--- config.mk ---
export PLATFORM = sky130hd
export DESIGN_NAME = cam_match_encoder
export DESIGN_NICKNAME = d
export VERILOG_FILES = /design/src/rtl/cam_enc_pkg.sv /design/src/rtl/cam_enc_ctrl.sv /design/src/rtl/cam_enc_dpath.sv /design/src/rtl/cam_match_encoder.sv
export SDC_FILE = /design/constraint.sdc
export NUM_CORES = 1
export LEC_CHECK = 0
export BUFFER_PORTS_ARGS = -buffer_cell sky130_fd_sc_hd__buf_4
export CAP_MARGIN = 10
export CORE_AREA = 8 8 56 58
export DETAILED_ROUTE_END_ITERATION = 8
export DIE_AREA = 0 0 64 66
export PLACE_DENSITY = 0.46
export SETUP_SLACK_MARGIN = 0.15
export SLEW_MARGIN = 10
export SYNTH_ARGS = -nofsm -noshare
export SYNTH_HDL_FRONTEND = slang
export SYNTH_HIERARCHICAL = 1
export SYNTH_SLANG_ARGS = --single-unit
export TNS_END_PERCENT = 1
--- constraint.sdc ---
create_clock -name clk -period 0.88 [get_ports clk]
set_input_delay 0 -clock clk [delete_from_list [all_inputs] [get_ports clk]]
set_output_delay 0 -clock clk [all_outputs]
set_load 0.01 [all_outputs]
--- src/rtl/cam_enc_pkg.sv ---
package cam_enc_pkg;
  typedef struct packed {
    logic anyHit;
    logic manyHit;
  } hitStrobes_t;
endpackage

--- src/rtl/cam_enc_ctrl.sv ---
module cam_enc_ctrl
  import cam_enc_pkg::*;
#(
  parameter int NUM_ENTRIES = 16
) (
  input  logic                   clk,
  input  logic                   rstN,
  input  logic [NUM_ENTRIES-1:0] vecIn,
  output hitStrobes_t            strobes
);
  logic [NUM_ENTRIES-1:0] vecLowCleared;

  always_comb begin
    vecLowCleared   = vecIn & (vecIn - NUM_ENTRIES'(1));
    strobes.anyHit  = |vecIn;
    strobes.manyHit = |vecLowCleared;
  end

  AST_ONE_IS_SINGLE: assert property (@(posedge clk) disable iff (!rstN)
    ($countones(vecIn) == 1) |-> (strobes.anyHit && !strobes.manyHit));
  AST_MANY_IS_MULTI: assert property (@(posedge clk) disable iff (!rstN)
    ($countones(vecIn) >= 2) |-> strobes.manyHit);
  AST_NONE_IS_IDLE: assert property (@(posedge clk) disable iff (!rstN)
    ($countones(vecIn) == 0) |-> (!strobes.anyHit && !strobes.manyHit));
endmodule

--- src/rtl/cam_enc_dpath.sv ---
module cam_enc_dpath
  import cam_enc_pkg::*;
#(
  parameter int NUM_ENTRIES  = 16,
  parameter bit REGISTER_OUT = 1'b1,
  localparam int AddrW = (NUM_ENTRIES > 1) ? $clog2(NUM_ENTRIES) : 1
) (
  input  logic                   clk,
  input  logic                   rstN,
  input  logic [NUM_ENTRIES-1:0] vecIn,
  input  hitStrobes_t            strobes,
  output logic [AddrW-1:0]       addrOut,
  output logic                   singleOut,
  output logic                   multiOut
);
  logic [AddrW-1:0] addrComb;
  logic             singleComb;
  logic             multiComb;

  always_comb begin
    addrComb = '0;
    for (int i = NUM_ENTRIES - 1; i >= 0; i--) begin
      if (vecIn[i]) addrComb = AddrW'(i);
    end
    singleComb = strobes.anyHit & ~strobes.manyHit;
    multiComb  = strobes.manyHit;
  end

  generate
    if (REGISTER_OUT) begin : gRegOut
      always_ff @(posedge clk or negedge rstN) begin
        if (!rstN) begin
          addrOut   <= '0;
          singleOut <= 1'b0;
          multiOut  <= 1'b0;
        end else begin
          addrOut   <= addrComb;
          singleOut <= singleComb;
          multiOut  <= multiComb;
        end
      end
    end else begin : gCombOut
      always_comb begin
        addrOut   = addrComb;
        singleOut = singleComb;
        multiOut  = multiComb;
      end
    end
  endgenerate

  AST_ADDR_HITS: assert property (@(posedge clk) disable iff (!rstN)
    strobes.anyHit |-> vecIn[addrComb]);
  AST_ADDR_LOWEST: assert property (@(posedge clk) disable iff (!rstN)
    strobes.anyHit |-> ((vecIn & ((NUM_ENTRIES'(1) << addrComb) - NUM_ENTRIES'(1))) == '0));
  AST_FLAGS_EXCLUSIVE: assert property (@(posedge clk) disable iff (!rstN)
    !(singleOut && multiOut));
  AST_IDLE_ADDR_ZERO: assert property (@(posedge clk) disable iff (!rstN)
    (!singleOut && !multiOut) |-> (addrOut == '0));
endmodule

--- src/rtl/cam_match_encoder.sv ---
module cam_match_encoder
  import cam_enc_pkg::*;
#(
  parameter int NUM_ENTRIES  = 16,
  parameter bit REGISTER_OUT = 1'b1,
  localparam int AddrW = (NUM_ENTRIES > 1) ? $clog2(NUM_ENTRIES) : 1
) (
  input  logic                   clk,
  input  logic                   rstN,
  input  logic [NUM_ENTRIES-1:0] matchVec,
  output logic [AddrW-1:0]       matchAddr,
  output logic                   singleHit,
  output logic                   multiHit
);
  hitStrobes_t hitStrobes;

  cam_enc_ctrl #(.NUM_ENTRIES(NUM_ENTRIES)) u_ctrl (
    .clk     (clk),
    .rstN    (rstN),
    .vecIn   (matchVec),
    .strobes (hitStrobes)
  );

  cam_enc_dpath #(.NUM_ENTRIES(NUM_ENTRIES), .REGISTER_OUT(REGISTER_OUT)) u_dpath (
    .clk       (clk),
    .rstN      (rstN),
    .vecIn     (matchVec),
    .strobes   (hitStrobes),
    .addrOut   (matchAddr),
    .singleOut (singleHit),
    .multiOut  (multiHit)
  );
endmodule

==> impl_metrics.env, run 1 <==
export IMPL_status="finished with violations"
export IMPL_violations="setup timing"
export IMPL_place_congestion=0.747
export IMPL_syn_inst=61
export IMPL_port_buffers=23
export IMPL_dieWidth_um=64
export IMPL_cts_buffers=3
export IMPL_layout_drive_gt1_share=0.528
export IMPL_post_route_min_period_ns=1.09
export IMPL_die_y_um=66
export IMPL_routedWlPerCell_um=12.4
export IMPL_die_area_um2=4220
export IMPL_synth_top_area_frac=0.294
export IMPL_async_flop_share=1.00
export IMPL_htreeDepth=1
export IMPL_n_antenna_cell=0
export IMPL_hold_depth=3
export IMPL_final_setup_tns_ns=-0.372
export IMPL_crit_type="in2reg"
export IMPL_ioPinCount=24
export IMPL_drt_pass1_iter_count=4
export IMPL_vias=629
export IMPL_synthToLayoutAreaGrowth_pct=94.4
export IMPL_ys_types=26
export IMPL_finalWirelength_um=1690
export IMPL_grt_max_degree=7
export IMPL_start_util=0.220
export IMPL_ys_seq_area_frac=0.294
export IMPL_fmax_mhz=919
export IMPL_dr_first_iter_drc_count=11
export IMPL_n_fill_cell=248
export IMPL_antenna_left=0
export IMPL_multi_input_area_um2=412
export IMPL_critPathMaxFanout=2
export IMPL_end_kind="flop"
export IMPL_grt_first_pass_wirelength_um=2890
export IMPL_seqCellArea_um2=150
export IMPL_setup_viol=2
export IMPL_syn_nets=79
export IMPL_hold_violations=0
export IMPL_clockBufferDepth=2
export IMPL_hp_class="in2reg"
export IMPL_ir_worst_vdd_v=0.000460
export IMPL_syn_cell_area_um2=510
export IMPL_setup_ws_ns=-0.208
export IMPL_max_slew_margin_rel=0.746
export IMPL_utilization=0.428
export IMPL_ys_ff_latch=6
export IMPL_worstMarginPinSlew_ns=0.371
export IMPL_synth_area_leader_cell="dfrtp_1"
export IMPL_synth_main_ff_cell="dfrtp_1"
export IMPL_rsz0062_at_grt="yes"
export IMPL_fin_nets=126
export IMPL_finalMaxSlewViolations=0
export IMPL_crit_end="u_dpath/singleOut$_DFF_PN0_"
export IMPL_cts_tree="built"
export IMPL_cts_root_buf="clkbuf_4"
export IMPL_cts_sinks=6
export IMPL_grt_total_usage=0.0848
export IMPL_grt_pass1_vias=660
export IMPL_synth_edf_count=0
export IMPL_power_leakage_nw=0.417
export IMPL_crit_required_ns=1.05
export IMPL_synthTopCellsByCount="nor2_1, dfrtp_1, nor3_1, nand2_1, a21oi_1"
export IMPL_synth_area_leaders="dfrtp_1, nor4_2, nor2_1"
export IMPL_drc=0
export IMPL_power_density_nw_per_um2=851
export IMPL_syn_mean_instance_area_um2=8.37
export IMPL_start_kind="input port"
export IMPL_startpoint="matchVec[0]"
export IMPL_post_route_period_util=1.24
export IMPL_grt_overflow_total=0
export IMPL_std_cell_rows=18
export IMPL_clk_pin_slew_ns=0.04
export IMPL_max_cap_viol_count=0
export IMPL_dp_hpwl_um=1410
export IMPL_viasPerCell=4.63
export IMPL_arrival_ns=1.26
export IMPL_antenna_found_initial=0
export IMPL_yosysWarnings=6
export IMPL_yosysMostFrequentCell="nor2_1"
export IMPL_core_um2=2320
registers in the layout, indices dropped and copies added, names as in the netlist:
register and flops:
u_dpath/addrOut 4, u_dpath/multiOut 1, u_dpath/singleOut 1
cell type report:
class,instances,share of cell area
timing repair buffer,42,0.362
multi-input combinational,52,0.415
sequential,6,0.151
tap,30,0.0378
inverter,3,0.0113
clock buffer,3,0.0227
power by group:
group          switching [mW]  internal, mW
clock                  0.0874         0.153
combinational           0.147         0.168
sequential            0.00318         0.285
total                   0.237         0.606
logic make-up after synthesis:
kind of cell             share of synthesized area
AO/OA/AOI/OAI                                0.248
AND/OR/NAND/NOR                              0.355
flip-flops                                   0.294
adder cells (fa/ha/maj)                     0.0809
buffers and inverters                       0.0221
stage by stage:
stage	power, mW	setup slack, ns	instances	hold WS, ns	area (um2)
floorplan	0.361	-0.238	61	-0.296	528
detailed placement	0.571	-0.494	132	-0.190	873
CTS	0.843	-0.203	136	0.0614	955
global placement	0.567	-0.510	132	-0.192	873
global route	0.913	-0.319	136	0.0758	992
finish	0.844	-0.208	136	0.0725	992
layer usage:
| layer | vias to the layer above | global-route usage | share of wire |
|---|---|---|---|
| li1 | 328 | - | - |
| met1 | 285 | 0.0906 | 0.42 |
| met2 | 14 | 0.149 | 0.53 |
| met3 | 2 | 0.0254 | 0.051 |
| met4 | 0 | 0.0418 | 0.0041 |
| met5 | - | 0 | 0 |
layout by cell type, fill, tap and decap left out:
| cell | instances |
|---|---|
| nor2_1 | 8 |
| nor2_4 | 1 |
| maj3_1 | 3 |
| nor3_2 | 2 |
| nand3_1 | 3 |
| inv_1 | 3 |
| o22ai_1 | 1 |
| a2111oi_0 | 1 |
| buf_4 | 30 |
| nor3_1 | 4 |
| o21ai_0 | 1 |
| maj3_2 | 1 |
| a21boi_0 | 1 |
| nor4_4 | 4 |
| o211ai_1 | 1 |
| o22a_1 | 1 |
| dfrtp_1 | 6 |
| clkbuf_4 | 3 |
| dlygate4sd3_1 | 1 |
| o31ai_2 | 2 |
| nand2b_1 | 1 |
| nor4_2 | 1 |
| a2111o_1 | 1 |
| nand2_1 | 5 |
| o41ai_2 | 1 |
| a21oi_1 | 4 |
| nor2b_1 | 2 |
| a31oi_1 | 2 |
| buf_6 | 11 |
| o311a_1 | 1 |
worst max-delay path, cell delays in order:
cell,delay [ns]
buf_6,0.10
nor4_4,0.28
nand2_1,0.12
maj3_2,0.31
o31ai_2,0.17
o211ai_1,0.15
nor2b_1,0.13
worst min-delay path by stage:
stage                           start                      endpoint  slack [ns]
after floorplan                  rstN  u_dpath/addrOut[0]$_DFF_PN0_       -0.30
final                     matchVec[0]  u_dpath/addrOut[0]$_DFF_PN0_        0.07
after global routing      matchVec[0]  u_dpath/addrOut[0]$_DFF_PN0_        0.08
after detailed placement         rstN  u_dpath/addrOut[0]$_DFF_PN0_       -0.19
after CTS                 matchVec[0]  u_dpath/addrOut[0]$_DFF_PN0_        0.06
after global placement           rstN  u_dpath/addrOut[0]$_DFF_PN0_       -0.19
what timing repair did:
| item | 4_1_cts | 5_1_grt |
|---|---|---|
| pin swaps | 2 | 6 |
| buffers inserted | 0 | 0 |
| resized for setup | 12 | 7 |
| setup endpoints to repair | 8 | 11 |
| hold buffers | 1 | 0 |
| hold endpoints to repair | 6 | 0 |
(Power assumes the default switching activity.)
==> run 2: changes to the inputs <==
Settings changed: SETUP_SLACK_MARGIN 0.15 to not set.
==> impl_metrics.env, run 2 (synthesis gave the netlist of run 1 again) <==
export IMPL_arrival_ns=1.26
export IMPL_htreeDepth=1
export IMPL_slowest_delay_ns=0.31
export IMPL_cts_root_buf="clkbuf_4"
export IMPL_post_route_period_util=1.24
export IMPL_viasPerCell=4.63
export IMPL_die_y_um=66
export IMPL_clk_pin_slew_ns=0.04
export IMPL_rsz0062_at_grt="yes"
export IMPL_final_common_cell="buf_4"
export IMPL_combinationalPowerShare=0.358
export IMPL_max_slew_margin_rel=0.738
export IMPL_n_fill_cell=256
export IMPL_finalMaxSlewViolations=0
export IMPL_place_congestion=0.747
export IMPL_antenna_left=0
export IMPL_whs_ns=0.0722
export IMPL_vias=629
export IMPL_drc=0
export IMPL_cts_tree="built"
export IMPL_start_util=0.220
export IMPL_hold_violations=0
export IMPL_critPathMaxFanout=2
export IMPL_core_um2=2320
export IMPL_synthToLayoutAreaGrowth_pct=82.6
export IMPL_ir_worst_vdd_v=0.000469
export IMPL_power_leakage_nw=0.405
export IMPL_power_share_clock=0.293
export IMPL_largest_reg_flops=4
export IMPL_total_power_mw=0.820
export IMPL_crit_required_ns=1.05
export IMPL_clockBufferDepth=2
export IMPL_fmax_mhz=919
export IMPL_setup_viol=2
export IMPL_end_kind="flop"
export IMPL_worstMarginPinSlew_ns=0.383
export IMPL_cpLargestDelayFamily="simple AND/OR/NAND/NOR gates"
export IMPL_antenna_found_initial=0
export IMPL_finalWirelength_um=1680
export IMPL_p_seq_frac=0.349
export IMPL_path_buf_inv=1
export IMPL_hp_class="in2reg"
export IMPL_largest_register="u_dpath/addrOut"
export IMPL_grt_pass1_vias=655
export IMPL_switching_share=0.274
export IMPL_switching_power_mw=0.224
export IMPL_final_setup_tns_ns=-0.373
export IMPL_n_antenna_cell=0
export IMPL_drt_pass1_iter_count=4
export IMPL_power_density_nw_per_um2=880
export IMPL_dieWidth_um=64
export IMPL_grt_overflow_total=0
export IMPL_status="finished with violations"
export IMPL_top_regs="u_dpath/addrOut (4), u_dpath/multiOut (1), u_dpath/singleOut (1)"
export IMPL_routedWlPerCell_um=12.4
export IMPL_crit_type="in2reg"
export IMPL_layout_drive_gt1_share=0.491
export IMPL_dp_hpwl_um=1410
export IMPL_grt_first_pass_wirelength_um=2880
export IMPL_dr_first_iter_drc_count=10
export IMPL_setup_ws_ns=-0.208
export IMPL_worstPathCellList="buf_6 > nor4_4 > nand2_1 > maj3_2 > o31ai_2 > o211ai_1 > nor2b_1"
export IMPL_p_int_mw=0.596
export IMPL_critical_path_slowest_cell="maj3_2"
export IMPL_fin_nets=126
export IMPL_post_cts_buffers=0
export IMPL_start_kind="input port"
export IMPL_std_cell_rows=18
export IMPL_post_route_min_period_ns=1.09
export IMPL_cts_buffers=3
export IMPL_die_area_um2=4220
export IMPL_utilization=0.402
export IMPL_max_cap_viol_count=0
export IMPL_port_buffers=23
export IMPL_grt_total_usage=0.0848
export IMPL_ioPinCount=24
export IMPL_cts_sinks=6
export IMPL_violations="setup timing"
export IMPL_layout_common_cells="buf_4, nor2_1, dfrtp_1"
export IMPL_grt_max_degree=7
## run 2: layout make-up
class                   count  area, um2  share of cell area
clock buffers               3       22.5              0.0242
well taps                  30       37.5              0.0403
repair buffers             42        333               0.357
flip-flops and latches      6        150               0.161
inverters                   3       11.3              0.0121
multi-input cells          52        378               0.405
## run 2: final timing paths
path	to	depth (start not counted)	start
worst max-delay path	u_dpath/singleOut$_DFF_PN0_	7	matchVec[0]
worst min-delay path	u_dpath/addrOut[0]$_DFF_PN0_	3	matchVec[0]
max in group asynchronous	u_dpath/addrOut[2]$_DFF_PN0_	2	rstN
min in group asynchronous	u_dpath/multiOut$_DFF_PN0_	2	rstN
## run 2: through the flow
| stage | std cells | worst slack, ns | instance area (um2) |
|---|---|---|---|
| floorplan | 61 | -0.238 | 528 |
| global placement | 132 | -0.510 | 873 |
| detailed placement | 132 | -0.494 | 873 |
| CTS | 136 | -0.203 | 932 |
| global route | 136 | -0.319 | 932 |
| finish | 136 | -0.208 | 932 |
## run 2: power groups by stage
stage	registers (mW)	logic, mW	clock network (mW)
final	0.286	0.293	0.241
after global placement	0.290	0.277	0
after CTS	0.286	0.295	0.256
after floorplan	0.295	0.0659	0
after global routing	0.286	0.323	0.281
after detailed placement	0.290	0.281	0
## run 2: routing by layer
metal	global-route usage	vias up	wire length, um
li1	-	330	-
met1	0.0906	279	693
met2	0.149	18	885
met3	0.0254	2	97
met4	0.0418	0	7
met5	0	-	0
## run 2: timing repair
| item | in CTS | in global routing |
|---|---|---|
| hold buffers | 1 | 0 |
| gates resized for setup | 6 | 0 |
| pin swaps | 2 | 0 |
| setup endpoints to repair | 2 | 2 |
| endpoints found under the hold margin | 6 | 0 |
## run 2: tightest hold or removal path, delay by kind of cell
family	cells	cell delay [ns]
buffers and inverters	2	0.20
AO/OA/AOI/OAI	1	0.06
==> run 3: changes to the inputs <==
Settings changed: BUFFER_PORTS_ARGS -buffer_cell sky130_fd_sc_hd__buf_4 to -buffer_cell sky130_fd_sc_hd__clkbuf_2.
Clock period 0.88 ns to 1.1 ns, I/O delays scaled along.
==> impl_metrics.env, run 3 (synthesis gave the netlist of run 1 again) <==
export IMPL_die_area_um2=4220
export IMPL_setup_viol=1
export IMPL_status="finished with violations"
export IMPL_top_regs="u_dpath/addrOut (4), u_dpath/multiOut (1), u_dpath/singleOut (1)"
export IMPL_start_kind="input port"
export IMPL_n_fill_cell=247
export IMPL_crit_type="in2reg"
export IMPL_core_um2=2320
export IMPL_worstMarginPinSlew_ns=0.476
export IMPL_critPathMaxFanout=2
export IMPL_cts_tree="built"
export IMPL_grt_pass1_vias=571
export IMPL_largest_register="u_dpath/addrOut"
export IMPL_slowest_delay_ns=0.31
export IMPL_critical_path_slowest_cell="maj3_2"
export IMPL_n_antenna_cell=0
export IMPL_p_int_mw=0.449
export IMPL_antenna_left=0
export IMPL_violations="setup timing"
export IMPL_hp_class="in2async"
export IMPL_max_slew_margin_rel=0.674
export IMPL_drc=0
export IMPL_layout_common_cells="clkbuf_2, buf_4, nor2_1"
export IMPL_max_cap_viol_count=0
export IMPL_cts_root_buf="clkbuf_4"
export IMPL_std_cell_rows=18
export IMPL_startpoint="matchVec[0]"
export IMPL_layout_drive_gt1_share=0.481
export IMPL_finalMaxSlewViolations=0
export IMPL_viasPerCell=4.63
export IMPL_antenna_found_initial=0
export IMPL_power_density_nw_per_um2=736
export IMPL_setup_ws_ns=-0.0398
export IMPL_dieWidth_um=64
export IMPL_htreeDepth=1
export IMPL_grt_total_usage=0.0687
export IMPL_synthToLayoutAreaGrowth_pct=65.9
export IMPL_post_route_period_util=1.04
export IMPL_worstPathCellList="clkbuf_2 > nor4_4 > nand2_1 > maj3_2 > o31ai_2 > o211ai_1 > nor2b_1"
export IMPL_port_buffers=23
export IMPL_largest_reg_flops=4
export IMPL_utilization=0.365
export IMPL_arrival_ns=1.30
export IMPL_finalWirelength_um=1590
export IMPL_grt_first_pass_wirelength_um=2360
export IMPL_cts_buffers=3
export IMPL_grt_overflow_total=0
export IMPL_clockBufferDepth=2
export IMPL_dp_hpwl_um=1390
export IMPL_ioPinCount=24
export IMPL_fin_nets=124
export IMPL_post_route_min_period_ns=1.14
export IMPL_die_y_um=66
export IMPL_vias=621
export IMPL_grt_max_degree=7
export IMPL_switching_power_mw=0.175
export IMPL_hold_violations=0
export IMPL_crit_required_ns=1.26
export IMPL_power_share_clock=0.304
export IMPL_clk_pin_slew_ns=0.04
export IMPL_ir_worst_vdd_v=0.000336
export IMPL_p_seq_frac=0.367
export IMPL_rsz0062_at_grt="yes"
export IMPL_combinationalPowerShare=0.329
export IMPL_end_kind="flop"
export IMPL_final_common_cell="clkbuf_2"
export IMPL_fin_cells=134
export IMPL_power_leakage_nw=0.375
export IMPL_cts_sinks=6
export IMPL_fmax_mhz=877
export IMPL_drt_pass1_iter_count=4
export IMPL_routedWlPerCell_um=11.9
export IMPL_dr_first_iter_drc_count=14
export IMPL_switching_share=0.281
export IMPL_dp_cells=130
export IMPL_start_util=0.220
export IMPL_place_congestion=0.785
-- run 3: cell count changes in the layout (fill, tap and decap cells not counted) --
cell | previous run | this run
buf_4 | 37 | 17
clkbuf_2 | 0 | 22
buf_6 | 4 | 0
-- run 3: critical path, delay by kind of cell --
family	cells	cell delay, ns
AND/OR/NAND/NOR	3	0.55
AO/OA/AOI/OAI	2	0.34
adder cells (fa/ha/maj)	1	0.31
buffers and inverters	1	0.11
-- run 3: final timing paths --
check	slack, ns	endpoint
worst max-delay path	-0.04	u_dpath/singleOut$_DFF_PN0_
worst min-delay path	0.12	u_dpath/addrOut[0]$_DFF_PN0_
max in group asynchronous	0.84	u_dpath/multiOut$_DFF_PN0_
min in group clk	0.12	u_dpath/addrOut[0]$_DFF_PN0_
-- run 3: power by group through the flow --
stage / Clock, mW / Sequential (mW) / Combinational, mW
floorplan: 0 / 0.236 / 0.0527
global placement: 0 / 0.232 / 0.196
detailed placement: 0 / 0.232 / 0.199
CTS: 0.199 / 0.229 / 0.204
global route: 0.219 / 0.229 / 0.222
finish: 0.190 / 0.229 / 0.205
-- run 3: final cells by class --
type                            count  area, um2  share of cell area
Multi-Input combinational cell     52        378               0.446
Clock buffer                        3       22.5              0.0266
Timing Repair Buffer               40        248               0.292
Sequential cell                     6        150               0.177
Tap cell                           30       37.5              0.0443
Inverter                            3       11.3              0.0133
-- run 3: per-stage QoR --
step           setup slack [ns]  hold WS [ns]  power, mW  setup TNS (ns)  instance area (um2)
2_1_floorplan           -0.0181        -0.296      0.289         -0.0181                  528
3_3_place_gp             -0.286        -0.172      0.428          -0.531                  801
3_5_place_dp             -0.293        -0.168      0.431          -0.541                  801
4_1_cts                 -0.0423         0.112      0.633         -0.0423                  838
5_1_grt                 -0.0903         0.112      0.670          -0.130                  847
6_report                -0.0398         0.117      0.624         -0.0398                  847
-- run 3: repair_timing --
| item | CTS | global route |
|---|---|---|
| setup endpoints to repair | 2 | 2 |
| hold endpoints to repair | 6 | 0 |
| hold buffers | 1 | 0 |
| pin swaps | 3 | 0 |
| buffers inserted | 0 | 0 |
| gates resized for setup | 1 | 3 |
| gates cloned | 0 | 0 |
-- run 3: routing by layer --
layer / wire length (um) / track usage / vias to the layer above
met5: 0 / 0 / -
met4: 7 / 0.0418 / 0
met3: 89 / 0.0203 / 2
met2: 842 / 0.127 / 16
met1: 649 / 0.0662 / 279
li1: - / - / 324
